<file path="config.mk">
export PLATFORM = sky130hd
export DESIGN_NAME = memwin_port
export DESIGN_NICKNAME = d
export VERILOG_FILES = /design/src/rtl/memwin_pkg.sv /design/src/rtl/memwin_decode.sv /design/src/rtl/memwin_rdmux.sv /design/src/rtl/memwin_seq.sv /design/src/rtl/memwin_port.sv
export SDC_FILE = /design/constraint.sdc
export NUM_CORES = 1
export LEC_CHECK = 0
export ABC_CLOCK_PERIOD_IN_PS = 3420
export CORE_MARGIN = 2
export CORE_UTILIZATION = 48
export CTS_BUF_LIST = sky130_fd_sc_hd__clkbuf_8
export DETAILED_ROUTE_END_ITERATION = 8
export PLACE_DENSITY_LB_ADDON = 0.1
export SLEW_MARGIN = 20
export SYNTH_ARGS = -nofsm -noshare
export SYNTH_HDL_FRONTEND = slang
export SYNTH_HIERARCHICAL = 1
export SYNTH_SLANG_ARGS = --single-unit
</file>
<file path="constraint.sdc">
create_clock -name clk -period 3.42 [get_ports clk]
set_input_delay 0.684 -clock clk [delete_from_list [all_inputs] [get_ports clk]]
set_output_delay 0.684 -clock clk [all_outputs]
set_load 0.02 [all_outputs]
</file>
<file path="src/rtl/memwin_pkg.sv">
package memwin_pkg;

    localparam int NUM_REGIONS = 4;

    typedef enum logic [2:0] {
        RG_X    = 3'd0,
        RG_Y    = 3'd1,
        RG_I    = 3'd2,
        RG_IO   = 3'd3,
        RG_NONE = 3'd4
    } region_t;

    typedef enum logic [2:0] {
        ST_IDLE  = 3'd0,
        ST_WR_HI = 3'd1,
        ST_RD_W1 = 3'd2,
        ST_RD_W2 = 3'd3,
        ST_RD_LO = 3'd4
    } seq_state_t;

endpackage

</file>
<file path="src/rtl/memwin_decode.sv">
module memwin_decode
    import memwin_pkg::*;
#(
    parameter int          AW      = 16,
    parameter logic [AW-1:0] DRAM_LO = 16'h1800,
    parameter logic [AW-1:0] DRAM_HI = 16'h187F,
    parameter logic [AW-1:0] Y_BASE  = 16'h4000,
    parameter logic [AW-1:0] IRAM_LO = 16'h0030,
    parameter logic [AW-1:0] IRAM_HI = 16'h04FF,
    parameter logic [AW-1:0] I_BASE  = 16'h8000,
    parameter logic [AW-1:0] IO_BASE = 16'hC000
) (
    input  logic [AW-1:0] ptr,
    output region_t       region,
    output logic [AW-1:0] local_addr,
    output logic          wide
);
    localparam logic [AW-1:0] Y_LO = Y_BASE + DRAM_LO;
    localparam logic [AW-1:0] Y_HI = Y_BASE + DRAM_HI;
    localparam logic [AW-1:0] I_LO = I_BASE + IRAM_LO;
    localparam logic [AW-1:0] I_HI = I_BASE + IRAM_HI;

    always_comb begin
        region     = RG_NONE;
        local_addr = ptr;
        wide       = 1'b0;
        if (ptr >= DRAM_LO && ptr <= DRAM_HI) begin
            region = RG_X;
        end else if (ptr >= Y_LO && ptr <= Y_HI) begin
            region     = RG_Y;
            local_addr = ptr - Y_BASE;
        end else if (ptr >= I_LO && ptr <= I_HI) begin
            region     = RG_I;
            local_addr = ptr - I_BASE;
            wide       = 1'b1;
        end else if (ptr >= IO_BASE) begin
            region = RG_IO;
        end
    end
endmodule

</file>
<file path="src/rtl/memwin_rdmux.sv">
module memwin_rdmux
    import memwin_pkg::*;
#(
    parameter int DW = 16
) (
    input  region_t         sel,
    input  logic [DW-1:0]   x_rdata,
    input  logic [DW-1:0]   y_rdata,
    input  logic [2*DW-1:0] i_rdata,
    input  logic [DW-1:0]   io_rdata,
    output logic [2*DW-1:0] word
);
    always_comb begin
        unique case (sel)
            RG_X:    word = {{DW{1'b0}}, x_rdata};
            RG_Y:    word = {{DW{1'b0}}, y_rdata};
            RG_I:    word = i_rdata;
            RG_IO:   word = {{DW{1'b0}}, io_rdata};
            default: word = '0;
        endcase
    end
endmodule

</file>
<file path="src/rtl/memwin_seq.sv">
module memwin_seq
    import memwin_pkg::*;
#(
    parameter int          AW      = 16,
    parameter int          DW      = 16,
    parameter logic [AW-1:0] IRAM_LO = 16'h0030,
    parameter logic [AW-1:0] IRAM_HI = 16'h04FF
) (
    input  logic                   clk,
    input  logic                   rst_n,
    input  logic                   host_wr,
    input  logic                   host_rd,
    input  logic                   host_sel,
    input  logic [DW-1:0]          host_wdata,
    input  region_t                dec_region,
    input  logic [AW-1:0]          dec_local,
    input  logic                   dec_wide,
    input  logic [2*DW-1:0]        rd_word,
    output logic [AW-1:0]          ptr,
    output region_t                rd_region,
    output logic [DW-1:0]          host_rdata,
    output logic                   host_rvalid,
    output logic                   win_err,
    output logic [AW-1:0]          mem_addr,
    output logic [2*DW-1:0]        mem_wdata,
    output logic [NUM_REGIONS-1:0] we_vec,
    output logic [NUM_REGIONS-1:0] re_vec
);
    seq_state_t    state, state_nx;
    logic [DW-1:0] hi_q, lo_q;
    logic          rd_wide;
    logic          busy, acc_ptr, acc_wr, acc_rd;

    assign busy    = (state == ST_RD_W1) || (state == ST_RD_W2);
    assign acc_ptr = !busy && host_wr && !host_sel;
    assign acc_wr  = !busy && host_wr && host_sel;
    assign acc_rd  = !busy && !host_wr && host_rd && host_sel;

    // next-state logic
    always_comb begin
        state_nx = state;
        unique case (state)
            ST_IDLE, ST_WR_HI, ST_RD_LO: begin
                if (acc_ptr) begin
                    state_nx = ST_IDLE;
                end else if (acc_wr) begin
                    if (dec_wide && state != ST_WR_HI) state_nx = ST_WR_HI;
                    else                               state_nx = ST_IDLE;
                end else if (acc_rd) begin
                    if (dec_region == RG_NONE)              state_nx = ST_IDLE;
                    else if (dec_wide && state == ST_RD_LO) state_nx = ST_IDLE;
                    else                                    state_nx = ST_RD_W1;
                end
            end
            ST_RD_W1: state_nx = ST_RD_W2;
            ST_RD_W2: state_nx = rd_wide ? ST_RD_LO : ST_IDLE;
            default:  state_nx = ST_IDLE;
        endcase
    end

    // state register
    always_ff @(posedge clk or negedge rst_n) begin
        if (!rst_n) state <= ST_IDLE;
        else        state <= state_nx;
    end

    // outputs and datapath
    always_ff @(posedge clk or negedge rst_n) begin
        if (!rst_n) begin
            ptr         <= '0;
            rd_region   <= RG_NONE;
            rd_wide     <= 1'b0;
            hi_q        <= '0;
            lo_q        <= '0;
            host_rdata  <= '0;
            host_rvalid <= 1'b0;
            win_err     <= 1'b0;
            mem_addr    <= '0;
            mem_wdata   <= '0;
            we_vec      <= '0;
            re_vec      <= '0;
        end else begin
            we_vec      <= '0;
            re_vec      <= '0;
            host_rvalid <= 1'b0;
            win_err     <= 1'b0;
            if (acc_ptr) begin
                ptr <= host_wdata;
            end else if (acc_wr) begin
                if (dec_region == RG_NONE) begin
                    win_err <= 1'b1;
                    ptr     <= ptr + 1'b1;
                end else if (dec_wide && state != ST_WR_HI) begin
                    hi_q <= host_wdata;
                end else begin
                    we_vec[dec_region[1:0]] <= 1'b1;
                    mem_addr  <= dec_local;
                    mem_wdata <= dec_wide ? {hi_q, host_wdata} : {{DW{1'b0}}, host_wdata};
                    ptr       <= ptr + 1'b1;
                end
            end else if (acc_rd) begin
                if (dec_region == RG_NONE) begin
                    win_err     <= 1'b1;
                    host_rvalid <= 1'b1;
                    host_rdata  <= '0;
                    ptr         <= ptr + 1'b1;
                end else if (dec_wide && state == ST_RD_LO) begin
                    host_rvalid <= 1'b1;
                    host_rdata  <= lo_q;
                    ptr         <= ptr + 1'b1;
                end else begin
                    re_vec[dec_region[1:0]] <= 1'b1;
                    mem_addr  <= dec_local;
                    rd_region <= dec_region;
                    rd_wide   <= dec_wide;
                    if (!dec_wide) ptr <= ptr + 1'b1;
                end
            end else if (state == ST_RD_W2) begin
                host_rvalid <= 1'b1;
                host_rdata  <= rd_wide ? rd_word[2*DW-1:DW] : rd_word[DW-1:0];
                lo_q        <= rd_word[DW-1:0];
            end
        end
    end

    AST_ADDR_CLEARS_PHASE: assert property (@(posedge clk) disable iff (!rst_n)
        acc_ptr |=> (state == ST_IDLE));
    AST_IWE_SECOND_HALF: assert property (@(posedge clk) disable iff (!rst_n)
        we_vec[int'(RG_I)] |-> ($past(state) == ST_WR_HI));
    AST_PTR_HOLD_HALF: assert property (@(posedge clk) disable iff (!rst_n)
        (acc_wr && dec_region == RG_I && state != ST_WR_HI) |=> $stable(ptr));
    AST_LO_NO_FETCH: assert property (@(posedge clk) disable iff (!rst_n)
        (acc_rd && state == ST_RD_LO) |=> (re_vec == '0));
    AST_ERR_NO_STROBE: assert property (@(posedge clk) disable iff (!rst_n)
        win_err |-> (we_vec == '0 && re_vec == '0));
    AST_ONE_STROBE: assert property (@(posedge clk) disable iff (!rst_n)
        $onehot0({we_vec, re_vec}));
    AST_IRAM_RANGE: assert property (@(posedge clk) disable iff (!rst_n)
        (we_vec[int'(RG_I)] || re_vec[int'(RG_I)]) |-> (mem_addr >= IRAM_LO && mem_addr <= IRAM_HI));
endmodule

</file>
<file path="src/rtl/memwin_port.sv">
module memwin_port
    import memwin_pkg::*;
#(
    parameter int          AW      = 16,
    parameter int          DW      = 16,
    parameter logic [AW-1:0] DRAM_LO = 16'h1800,
    parameter logic [AW-1:0] DRAM_HI = 16'h187F,
    parameter logic [AW-1:0] Y_BASE  = 16'h4000,
    parameter logic [AW-1:0] IRAM_LO = 16'h0030,
    parameter logic [AW-1:0] IRAM_HI = 16'h04FF,
    parameter logic [AW-1:0] I_BASE  = 16'h8000,
    parameter logic [AW-1:0] IO_BASE = 16'hC000
) (
    input  logic            clk,
    input  logic            rst_n,
    input  logic            host_wr,
    input  logic            host_rd,
    input  logic            host_sel,
    input  logic [DW-1:0]   host_wdata,
    output logic [DW-1:0]   host_rdata,
    output logic            host_rvalid,
    output logic            win_err,
    output logic [AW-1:0]   mem_addr,
    output logic [2*DW-1:0] mem_wdata,
    output logic            x_we,
    output logic            x_re,
    input  logic [DW-1:0]   x_rdata,
    output logic            y_we,
    output logic            y_re,
    input  logic [DW-1:0]   y_rdata,
    output logic            i_we,
    output logic            i_re,
    input  logic [2*DW-1:0] i_rdata,
    output logic            io_we,
    output logic            io_re,
    input  logic [DW-1:0]   io_rdata
);
    logic [AW-1:0]          ptr;
    region_t                dec_region;
    logic [AW-1:0]          dec_local;
    logic                   dec_wide;
    region_t                rd_region;
    logic [2*DW-1:0]        rd_word;
    logic [NUM_REGIONS-1:0] we_vec, re_vec;

    memwin_decode #(
        .AW(AW), .DRAM_LO(DRAM_LO), .DRAM_HI(DRAM_HI), .Y_BASE(Y_BASE),
        .IRAM_LO(IRAM_LO), .IRAM_HI(IRAM_HI), .I_BASE(I_BASE), .IO_BASE(IO_BASE)
    ) u_decode (
        .ptr(ptr), .region(dec_region), .local_addr(dec_local), .wide(dec_wide)
    );

    memwin_rdmux #(.DW(DW)) u_rdmux (
        .sel(rd_region), .x_rdata(x_rdata), .y_rdata(y_rdata),
        .i_rdata(i_rdata), .io_rdata(io_rdata), .word(rd_word)
    );

    memwin_seq #(
        .AW(AW), .DW(DW), .IRAM_LO(IRAM_LO), .IRAM_HI(IRAM_HI)
    ) u_seq (
        .clk(clk), .rst_n(rst_n),
        .host_wr(host_wr), .host_rd(host_rd), .host_sel(host_sel), .host_wdata(host_wdata),
        .dec_region(dec_region), .dec_local(dec_local), .dec_wide(dec_wide),
        .rd_word(rd_word), .ptr(ptr), .rd_region(rd_region),
        .host_rdata(host_rdata), .host_rvalid(host_rvalid), .win_err(win_err),
        .mem_addr(mem_addr), .mem_wdata(mem_wdata), .we_vec(we_vec), .re_vec(re_vec)
    );

    assign x_we  = we_vec[int'(RG_X)];
    assign y_we  = we_vec[int'(RG_Y)];
    assign i_we  = we_vec[int'(RG_I)];
    assign io_we = we_vec[int'(RG_IO)];
    assign x_re  = re_vec[int'(RG_X)];
    assign y_re  = re_vec[int'(RG_Y)];
    assign i_re  = re_vec[int'(RG_I)];
    assign io_re = re_vec[int'(RG_IO)];
endmodule

</file>
==> results.json, run 1 <==
{
  "status": "finished, final reports clean",
  "routed_wirelength_um": 17600,
  "synth_top_area_share_pct": 46.9,
  "reg2reg_depth": 13,
  "synthDistinctLibCells": 60,
  "ys_warn_count": 6,
  "fin_crit_sh_pct": 92.4,
  "wl_per_cell_um": 17.9,
  "antenna_found_initial": 1,
  "synthesis.nets": 730,
  "coreArea_um2": 13900,
  "htreeDepth": 4,
  "hp-class": "in -> async",
  "worstMarginPinSlew_ns": 0.896,
  "final_util_pct": 65.7,
  "end_kind": "flop",
  "switching_share_pct": 38.6,
  "pwr_density_cell_nw_per_um2": 770,
  "worstPathCellList": "inv_1 > ha_1 > nor4b_1 > o2111ai_2 > inv_1 > o21ai_0 > and2_1 > nor2_1 > and2_1 > a31oi_1 > o21ai_2 > buf_4 > mux2_2",
  "clk_pin_slew_ns": 0.08,
  "drive_gt1_share_pct": 19.9,
  "synth_common_cells": "dfrtp_1, mux2_2, nand2_1",
  "muxShareOfSynthArea_pct": 20.7,
  "globalRouteMet2Util_pct": 40.9,
  "cts.sinks": 129,
  "clockRootBuffer": "clkbuf_8",
  "pin_count": 175,
  "grt_first_pass_wirelength_um": 27400,
  "setup_violations": 0,
  "grt_max_degree": 53,
  "first_global_vias": 5513,
  "antenna_left": 0,
  "vias": 5474,
  "clock_latency_ns": 0.43,
  "p_leak_nw": 3.89,
  "slew-limit-headroom_pct": 40.3,
  "synth_top_area_cell": "dfrtp_1",
  "internal_power_mw": 4.31,
  "crit_type": "reg -> reg",
  "crit_slowest_cell": "dfrtp_1",
  "power_frac_comb_pct": 47.5,
  "setup-tns-final_ns": 0,
  "period_minus_slack_ns": 3.16,
  "grt_util_met1_pct": 27.9,
  "synthFlopType": "dfrtp_1",
  "drv_cap": 0,
  "clkPwrFrac_pct": 17.9,
  "drtIter0Drc": 305,
  "required_ns": 3.73,
  "drv_slew": 0,
  "clk_path_buf_depth": 2,
  "synthCells": 623,
  "floorplan.initialDensity_pct": 49.3,
  "synth.most_common_cell": "dfrtp_1",
  "vias_per_cell": 5.56,
  "max_freq_mhz": 317,
  "crit_arrival_ns": 3.47,
  "cp-start-kind": "flop",
  "syn_area_um2": 6840,
  "synthAdderAreaFrac_pct": 1.26,
  "seq_power_share_pct": 34.6,
  "synth_async_sr_flop_share_pct": 100,
  "fp.dieW_um": 123,
  "drc": 0,
  "finClkSkew_ns": 0.0140,
  "track_usage_pct": 23.6,
  "grt.overflow.total": 0,
  "top_usage_layer": "met2",
  "synth_top_family_by_area": "multiplexers",
  "synth_compound_area_share_pct": 13.9,
  "hold_violations": 0,
  "cts_tree": "yes",
  "gr-usage-met3_pct": 6.60,
  "rows": 43,
  "yosysSeqAreaShare_pct": 47.2,
  "die_height_um": 123,
  "first_pass_iters": 5,
  "path_max_fanout": 17,
  "gp_congestion": 0.912,
  "cp_slowest_stage_delay_ns": 0.47,
  "dp_hpwl_um": 13200,
  "syn-mean-instance-area_um2": 11.0,
  "dieArea_um2": 15200,
  "port_buffers": 174,
  "ir_drop_mv": 0.485,
  "synth_edf_count": 0,
  "yosys.area_share.simple_pct": 11.7,
  "rsz0062_at_grt": "false",
  "area_growth_pct": 33.4,
  "antennaDiodeCount": 0,
  "numCtsBuffers": 17,
  "synth_area_leaders": "dfrtp_1, mux2_2, mux2i_1",
  "ys_ff_latch": 129,
  "switching_power_mw": 2.71,
  "synth-xor-area-share_pct": 0.128,
  "final_nets": 899
}
==> routing by layer <==
metal | part of all wire, % | up-vias
met1 | 39 | 2658
met3 | 7.4 | 34
li1 | - | 2573
met2 | 51 | 207
met5 | 0.097 | -
met4 | 2.2 | 2
==> state kept, by name, summed over array words and instances, names as in the netlist <==
name	cells
u_seq/rd_wide	1
u_seq/ptr	16
u_seq/we_vec	4
u_seq/hi_q	16
u_seq/mem_addr	16
u_seq/lo_q	16
u_seq/re_vec	4
u_seq/host_rvalid	1
u_seq/rd_region	3
u_seq/state	3
u_seq/win_err	1
u_seq/host_rdata	16
u_seq/mem_wdata	32
==> power groups by stage <==
stage | combinational, mW | clock [mW] | sequential (mW)
finish | 3.34 | 1.26 | 2.43
global route | 3.60 | 1.37 | 2.50
CTS | 3.32 | 1.30 | 2.43
detailed placement | 3.31 | 0 | 2.46
global placement | 3.25 | 0 | 2.43
floorplan | 1.91 | 0 | 2.72
==> final cells by class <==
class,instances,area [um2]
timing repair buffer,201,1960
clock buffer,18,248
tap,180,225
sequential,129,3230
inverter,9,33.8
clock inverter,13,138
multi-input combinational,434,3280
fill,1106,4760
==> layout by cell type, fill, tap and decap left out, drive strengths merged, types with 6 or more instances in the layout <==
cell,instances
a21oi,50
buf,28
o21ai,33
o22ai,21
and2,21
nand2b,8
clkinv,6
clkbuf,18
mux2i,49
dfrtp,128
ha,6
clkdlybuf4s50,173
nand3,11
mux2,82
nand4,6
nor2,18
inv,12
nand2,62
==> logic make-up (layout without fill, tap and decap cells) <==
kind of cell | count (synthesis) | count (layout)
DFF | 129 | 129
adders and majority gates | 7 | 7
buffers and inverters | 60 | 241
muxes | 131 | 131
AOI/OAI and AO/OA | 142 | 142
and+or+nand+nor | 153 | 153
xor gates and xnor gates | 1 | 1
==> stage by stage <==
step / hold WS [ns] / std cells / power, mW / worst slack, ns / area (um2)
floorplan: 0.388 / 623 / 4.63 / 0.406 / 6840
global placement: 0.466 / 951 / 5.68 / 0.304 / 8690
detailed placement: 0.473 / 951 / 5.77 / 0.153 / 8690
CTS: 0.266 / 982 / 7.05 / 0.133 / 9080
global route: 0.293 / 984 / 7.47 / 0.0128 / 9120
finish: 0.258 / 984 / 7.02 / 0.261 / 9120
==> worst paths after layout <==
kind,start,endpoint,slack (ns)
max,u_seq/ptr[14],u_seq/host_rdata[11],0.26
max in group asynchronous,rst_n,u_seq/rd_region[2],2.26
min in group clk,u_seq/mem_wdata[23],u_seq/mem_wdata[23],0.48
min,rst_n,u_seq/hi_q[11],0.26
min reg2reg,u_seq/mem_wdata[23],u_seq/mem_wdata[23],0.48
max reg2reg,u_seq/ptr[14],u_seq/host_rdata[11],0.26
==> worst max-delay path, delay by kind of cell, from the launching register on <==
kind	cells	cell delay, ns
simple gates	4	0.92
buf+inv	3	0.60
compound gates	4	0.51
flops	1	0.47
mux	1	0.37
fa+ha+maj	1	0.16
==> repair_timing <==
item                                    CTS  global route
endpoints found under the setup margin    0            68
hold buffers                              0             0
setup buffers                             0             2
resized for setup                         0             5
Power figures use the tool's default switching activity.
==> run 2: changes to the inputs <==
- CORE_UTILIZATION: 48 -> 51
==> run 2 against run 1 <==
  * Die area down 5.7%
  * Routed wire length fell by 3.3%
  * Clock power shrank 4%
  * Design area fell by 1.1%
  * Cell count shrank 1.2%
  * First-iteration DRC count increased by 10%
  * Critical path depth decreased by 1
  * Non-clock buffer count fell by 9
  * Sequential share of layout area rose by 0.38 points
  * Critical path type unchanged
  * Critical endpoint is now u_seq/host_rdata[12]
  * Largest cell class unchanged
  * Largest power group unchanged
==> results.json, run 2 (synthesis gave the netlist of run 1 again) <==
{
  "hold_violations": 0,
  "path_max_fanout": 17,
  "seq_power_share_pct": 35.6,
  "finClkSkew_ns": 0.0157,
  "setup-tns-final_ns": 0,
  "drc": 0,
  "setup_violations": 0,
  "crit_type": "reg -> reg",
  "antenna_found_initial": 0,
  "cts_tree": "yes",
  "clockRootBuffer": "clkbuf_8",
  "worstPathCellList": "nand3_1 > o41ai_1 > o2111ai_2 > inv_1 > o21ai_0 > and2_1 > nor2_1 > and2_1 > a31oi_1 > o21ai_2 > buf_4 > mux2_2",
  "ir_drop_mv": 0.466,
  "htreeDepth": 4,
  "worst_slack_ns": 0.265,
  "pwr_density_cell_nw_per_um2": 765,
  "fillerInstances": 1005,
  "first_global_vias": 5426,
  "port_buffers": 174,
  "routed_wirelength_um": 17000,
  "wl_per_cell_um": 17.5,
  "grt_max_degree": 60,
  "rows": 42,
  "end_kind": "flop",
  "coreArea_um2": 13200,
  "final_common_cell": "clkdlybuf4s50_1",
  "hp-class": "in -> async",
  "clk_path_buf_depth": 2,
  "final_util_pct": 68.4,
  "drv_cap": 0,
  "clock_latency_ns": 0.44,
  "fin_crit_sh_pct": 92.3,
  "power_mw": 6.90,
  "antennaDiodeCount": 0,
  "numCtsBuffers": 17,
  "final_nets": 890,
  "dp_hpwl_um": 12500,
  "track_usage_pct": 24.1,
  "clk_pin_slew_ns": 0.08,
  "period_minus_slack_ns": 3.16,
  "worstMarginPinSlew_ns": 0.934,
  "switching_share_pct": 39.4,
  "fp.dieW_um": 120,
  "dieArea_um2": 14300,
  "internal_power_mw": 4.18,
  "first_pass_iters": 4,
  "vias": 5362,
  "switching_power_mw": 2.72,
  "antenna_left": 0,
  "p_leak_nw": 3.82,
  "cp_slowest_stage_delay_ns": 0.48,
  "required_ns": 3.74,
  "pre_cts_slack_ns": 0.168,
  "rsz0062_at_grt": "false",
  "clkPwrFrac_pct": 17.5,
  "crit_slowest_cell": "o41ai_1",
  "grt.overflow.total": 0,
  "status": "finished, final reports clean",
  "vias_per_cell": 5.52,
  "critPathMostFrequentCell": "and2_1",
  "drv_slew": 0,
  "slew-limit-headroom_pct": 37.7,
  "mostFrequentLayoutCells": "clkdlybuf4s50_1, dfrtp_1, mux2_2",
  "largest_reg_flops": 32,
  "cp-start-kind": "flop",
  "stdcell_count": 972,
  "grt_first_pass_wirelength_um": 27300,
  "area_growth_pct": 32.0,
  "drtIter0Drc": 337,
  "crit_arrival_ns": 3.48,
  "cts.sinks": 129,
  "pin_count": 175,
  "multiInputGateArea_um2": 3280,
  "seqCellArea_um2": 3230,
  "max_freq_mhz": 317,
  "gp_congestion": 0.848,
  "floorplan.initialDensity_pct": 51.8,
  "top_register": "u_seq/mem_wdata",
  "drive_gt1_share_pct": 19.1,
  "dpl.cell_count": 940,
  "die_height_um": 120,
  "power_frac_comb_pct": 46.9
}
[run 2: power by group through the flow]
| stage | clock, mW | combinational, mW | sequential (mW) |
|---|---|---|---|
| after CTS | 1.24 | 3.25 | 2.45 |
| final | 1.21 | 3.24 | 2.46 |
| after global routing | 1.31 | 3.49 | 2.53 |
| after detailed placement | 0 | 3.23 | 2.48 |
| after floorplan | 0 | 1.91 | 2.72 |
| after global placement | 0 | 3.17 | 2.45 |
[run 2: critical path, delay by kind of cell (launching register included)]
kind / cells / cell delay (ns)
mux: 1 / 0.36
simple gates: 4 / 0.71
flops: 1 / 0.47
buf+inv: 2 / 0.44
compound gates: 5 / 1.04
[run 2: area by class of cell]
class	instances	share of cell area, %
repair buffers	192	21.0
clock inverters	15	1.51
flip-flops and latches	129	35.8
clock buffers	17	2.59
multi-input cells	434	36.3
well taps	176	2.44
inverters	9	0.374
[run 2: stage by stage]
stage               cell area, um2  hold WS, ns
floorplan                     6840        0.388
global placement              8630        0.469
detailed placement            8630        0.474
CTS                           9000        0.231
global route                  9020        0.250
finish                        9020        0.236
[run 2: worst paths after layout]
| check | startpoint | endpoint | cells past startpoint | slack, ns |
|---|---|---|---|---|
| max reg2reg | u_seq/ptr[2] | u_seq/host_rdata[12] | 12 | 0.26 |
| max | u_seq/ptr[2] | u_seq/host_rdata[12] | 12 | 0.26 |
| max in group asynchronous | rst_n | u_seq/hi_q[4] | 2 | 2.40 |
| min reg2reg | u_seq/mem_addr[6] | u_seq/mem_addr[6] | 1 | 0.49 |
| min | rst_n | u_seq/mem_wdata[24] | 1 | 0.24 |
| min in group clk | u_seq/mem_addr[6] | u_seq/mem_addr[6] | 1 | 0.49 |
[run 2: timing repair]
action | in CTS | in global routing
hold buffers | 0 | 0
gates resized for setup | 0 | 4
setup endpoints to repair | 0 | 33
buffers inserted | 0 | 0
[run 2: per-layer routing]
| layer | vias up | global-route usage, % | wire length [um] |
|---|---|---|---|
| met2 | 185 | 41.9 | 8500 |
| met4 | 0 | 8.75 | 350 |
| li1 | 2555 | - | - |
| met1 | 2594 | 28.8 | 7050 |
| met3 | 28 | 6.18 | 1120 |
| met5 | - | 0 | 0 |
==> run 3: changes to the inputs <==
- GPL_TIMING_DRIVEN: not set -> 0
==> run 3 against run 2 <==
  * Via count rose by 4.4%
  * Worst hold slack got worse by 0.074 ns
  * Combinational power rose by 8.0%
  * Sequential power barely moved
  * Total power rose by 7.0%
  * Highest routed layer unchanged
  * First-iteration DRC count did not move
  * Design area rose by 3.5%
  * Critical path depth rose by 2
  * Largest power group unchanged
  * Flip-flop and latch count did not move
  * Die area did not move
==> results.json, run 3 (synthesis gave the netlist of run 1 again) <==
{
  "gp_congestion": 0.856,
  "rsz0062_at_grt": "false",
  "dieArea_um2": 14300,
  "clk_pin_slew_ns": 0.08,
  "crit_slowest_cell": "dfrtp_1",
  "hp-class": "in -> async",
  "status": "finished, final reports clean",
  "clock_latency_ns": 0.44,
  "power_mw": 7.39,
  "cts.sinks": 129,
  "antenna_left": 0,
  "pwr_density_cell_nw_per_um2": 791,
  "worstMarginPinSlew_ns": 0.624,
  "max_freq_mhz": 308,
  "stdcell_count": 1010,
  "cp-start-kind": "flop",
  "setup_violations": 0,
  "fin_crit_sh_pct": 94.9,
  "final_common_cell": "clkdlybuf4s50_1",
  "fillerInstances": 986,
  "final_nets": 928,
  "cts_tree": "yes",
  "dp_hpwl_um": 13500,
  "fp.dieW_um": 120,
  "routed_wirelength_um": 18300,
  "first_pass_iters": 4,
  "track_usage_pct": 25.9,
  "numCtsBuffers": 17,
  "required_ns": 3.73,
  "cp_slowest_stage_delay_ns": 0.47,
  "area_growth_pct": 36.5,
  "ir_drop_mv": 0.568,
  "p_leak_nw": 3.99,
  "path_delay_family": "buffers and inverters",
  "grt_first_pass_wirelength_um": 29000,
  "end_kind": "flop",
  "clockRootBuffer": "clkbuf_8",
  "largest_reg_flops": 32,
  "worst-path-buf-inv": 5,
  "finClkSkew_ns": 0.0107,
  "crit_arrival_ns": 3.56,
  "floorplan.initialDensity_pct": 51.8,
  "slew-limit-headroom_pct": 58.1,
  "antenna_found_initial": 0,
  "coreArea_um2": 13200,
  "wl_per_cell_um": 18.2,
  "mostFrequentLayoutCells": "clkdlybuf4s50_1, dfrtp_1, mux2_2",
  "drtIter0Drc": 337,
  "die_height_um": 120,
  "worstPathCellList": "inv_1 > ha_1 > nor4b_2 > o2111ai_2 > inv_2 > o21ai_0 > and2_1 > nor2_1 > nand2_1 > buf_2 > a41oi_4 > clkbuf_4 > buf_2 > a21oi_1",
  "drv_slew": 0,
  "port_buffers": 172,
  "dpl.cell_count": 972,
  "vias_per_cell": 5.54,
  "drc": 0,
  "drv_cap": 0,
  "pin_count": 175,
  "grt.overflow.total": 0,
  "path_max_fanout": 10,
  "top_register": "u_seq/mem_wdata",
  "antennaDiodeCount": 0,
  "period_minus_slack_ns": 3.24,
  "drive_gt1_share_pct": 21.9,
  "ctsHoldBuffers": 0,
  "htreeDepth": 4,
  "critPathMostFrequentCell": "buf_2",
  "crit_type": "reg -> reg",
  "rows": 42,
  "clk_path_buf_depth": 2,
  "grt_max_degree": 83,
  "hold_violations": 0,
  "vias": 5599,
  "first_global_vias": 5599
}
[run 3: worst register-to-register path, cell delays in order (launching register included)]
cell       delay, ns
dfrtp_1         0.47
inv_1           0.19
ha_1            0.17
nor4b_2         0.24
o2111ai_2       0.25
inv_2           0.10
o21ai_0         0.07
and2_1          0.25
nor2_1          0.15
nand2_1         0.08
buf_2           0.23
a41oi_4         0.28
clkbuf_4        0.27
buf_2           0.25
a21oi_1         0.12
[run 3: per-layer routing]
metal | share of wire, % | vias to the layer above | track usage, %
met2 | 51 | 208 | 46.1
li1 | - | 2635 | -
met5 | 0 | - | 0
met4 | 1.7 | 0 | 9.26
met3 | 7.1 | 22 | 6.70
met1 | 40 | 2734 | 30.2
[run 3: final timing paths]
| check | to | cells after the start | from | slack, ns |
|---|---|---|---|---|
| min in group clk | u_seq/mem_addr[14] | 1 | u_seq/mem_addr[14] | 0.49 |
| hold / removal | u_seq/mem_wdata[25] | 1 | rst_n | 0.16 |
| setup reg to reg | u_seq/ptr[8] | 14 | u_seq/ptr[14] | 0.18 |
| hold reg to reg | u_seq/mem_addr[14] | 1 | u_seq/mem_addr[14] | 0.49 |
| max in group asynchronous | u_seq/rd_region[2] | 2 | rst_n | 2.46 |
| setup / recovery | u_seq/ptr[8] | 14 | u_seq/ptr[14] | 0.18 |
[run 3: final cells by class]
type / instances / area [um2] / area share, %
Timing Repair Buffer: 179 / 1800 / 19.2
Tap cell: 176 / 220 / 2.36
Inverter: 9 / 33.8 / 0.362
Clock buffer: 17 / 234 / 2.51
Multi-Input combinational cell: 434 / 3300 / 35.4
Clock inverter: 15 / 195 / 2.09
Buffer: 51 / 320 / 3.43
Sequential cell: 129 / 3230 / 34.6
[run 3: metrics by stage]
stage | instance area [um2] | setup slack, ns | setup TNS [ns] | hold slack (ns) | util (%)
final | 9340 | 0.176 | 0 | 0.162 | 70.8
after global routing | 9340 | 0.00465 | 0 | 0.171 | 70.8
after CTS | 9300 | 0.0238 | 0 | 0.150 | 70.5
after detailed placement | 8810 | -0.337 | -9.52 | 0.474 | 66.8
after global placement | 8780 | -3.14 | -407.73 | 0.467 | 66.6
after floorplan | 6840 | 0.406 | 0 | 0.388 | -
[run 3: repair_timing]
| item | 4_1_cts | 5_1_grt |
|---|---|---|
| pin swaps | 2 | 2 |
| buffers inserted | 2 | 4 |
| endpoints found under the setup margin | 50 | 51 |
| resized for setup | 10 | 4 |
[run 3: where the power goes]
group | total (mW) | switching, mW | internal [mW]
logic | 3.50 | 1.75 | 1.74
registers | 2.48 | 0.455 | 2.02
clock network | 1.41 | 0.665 | 0.744
total | 7.39 | 2.88 | 4.51
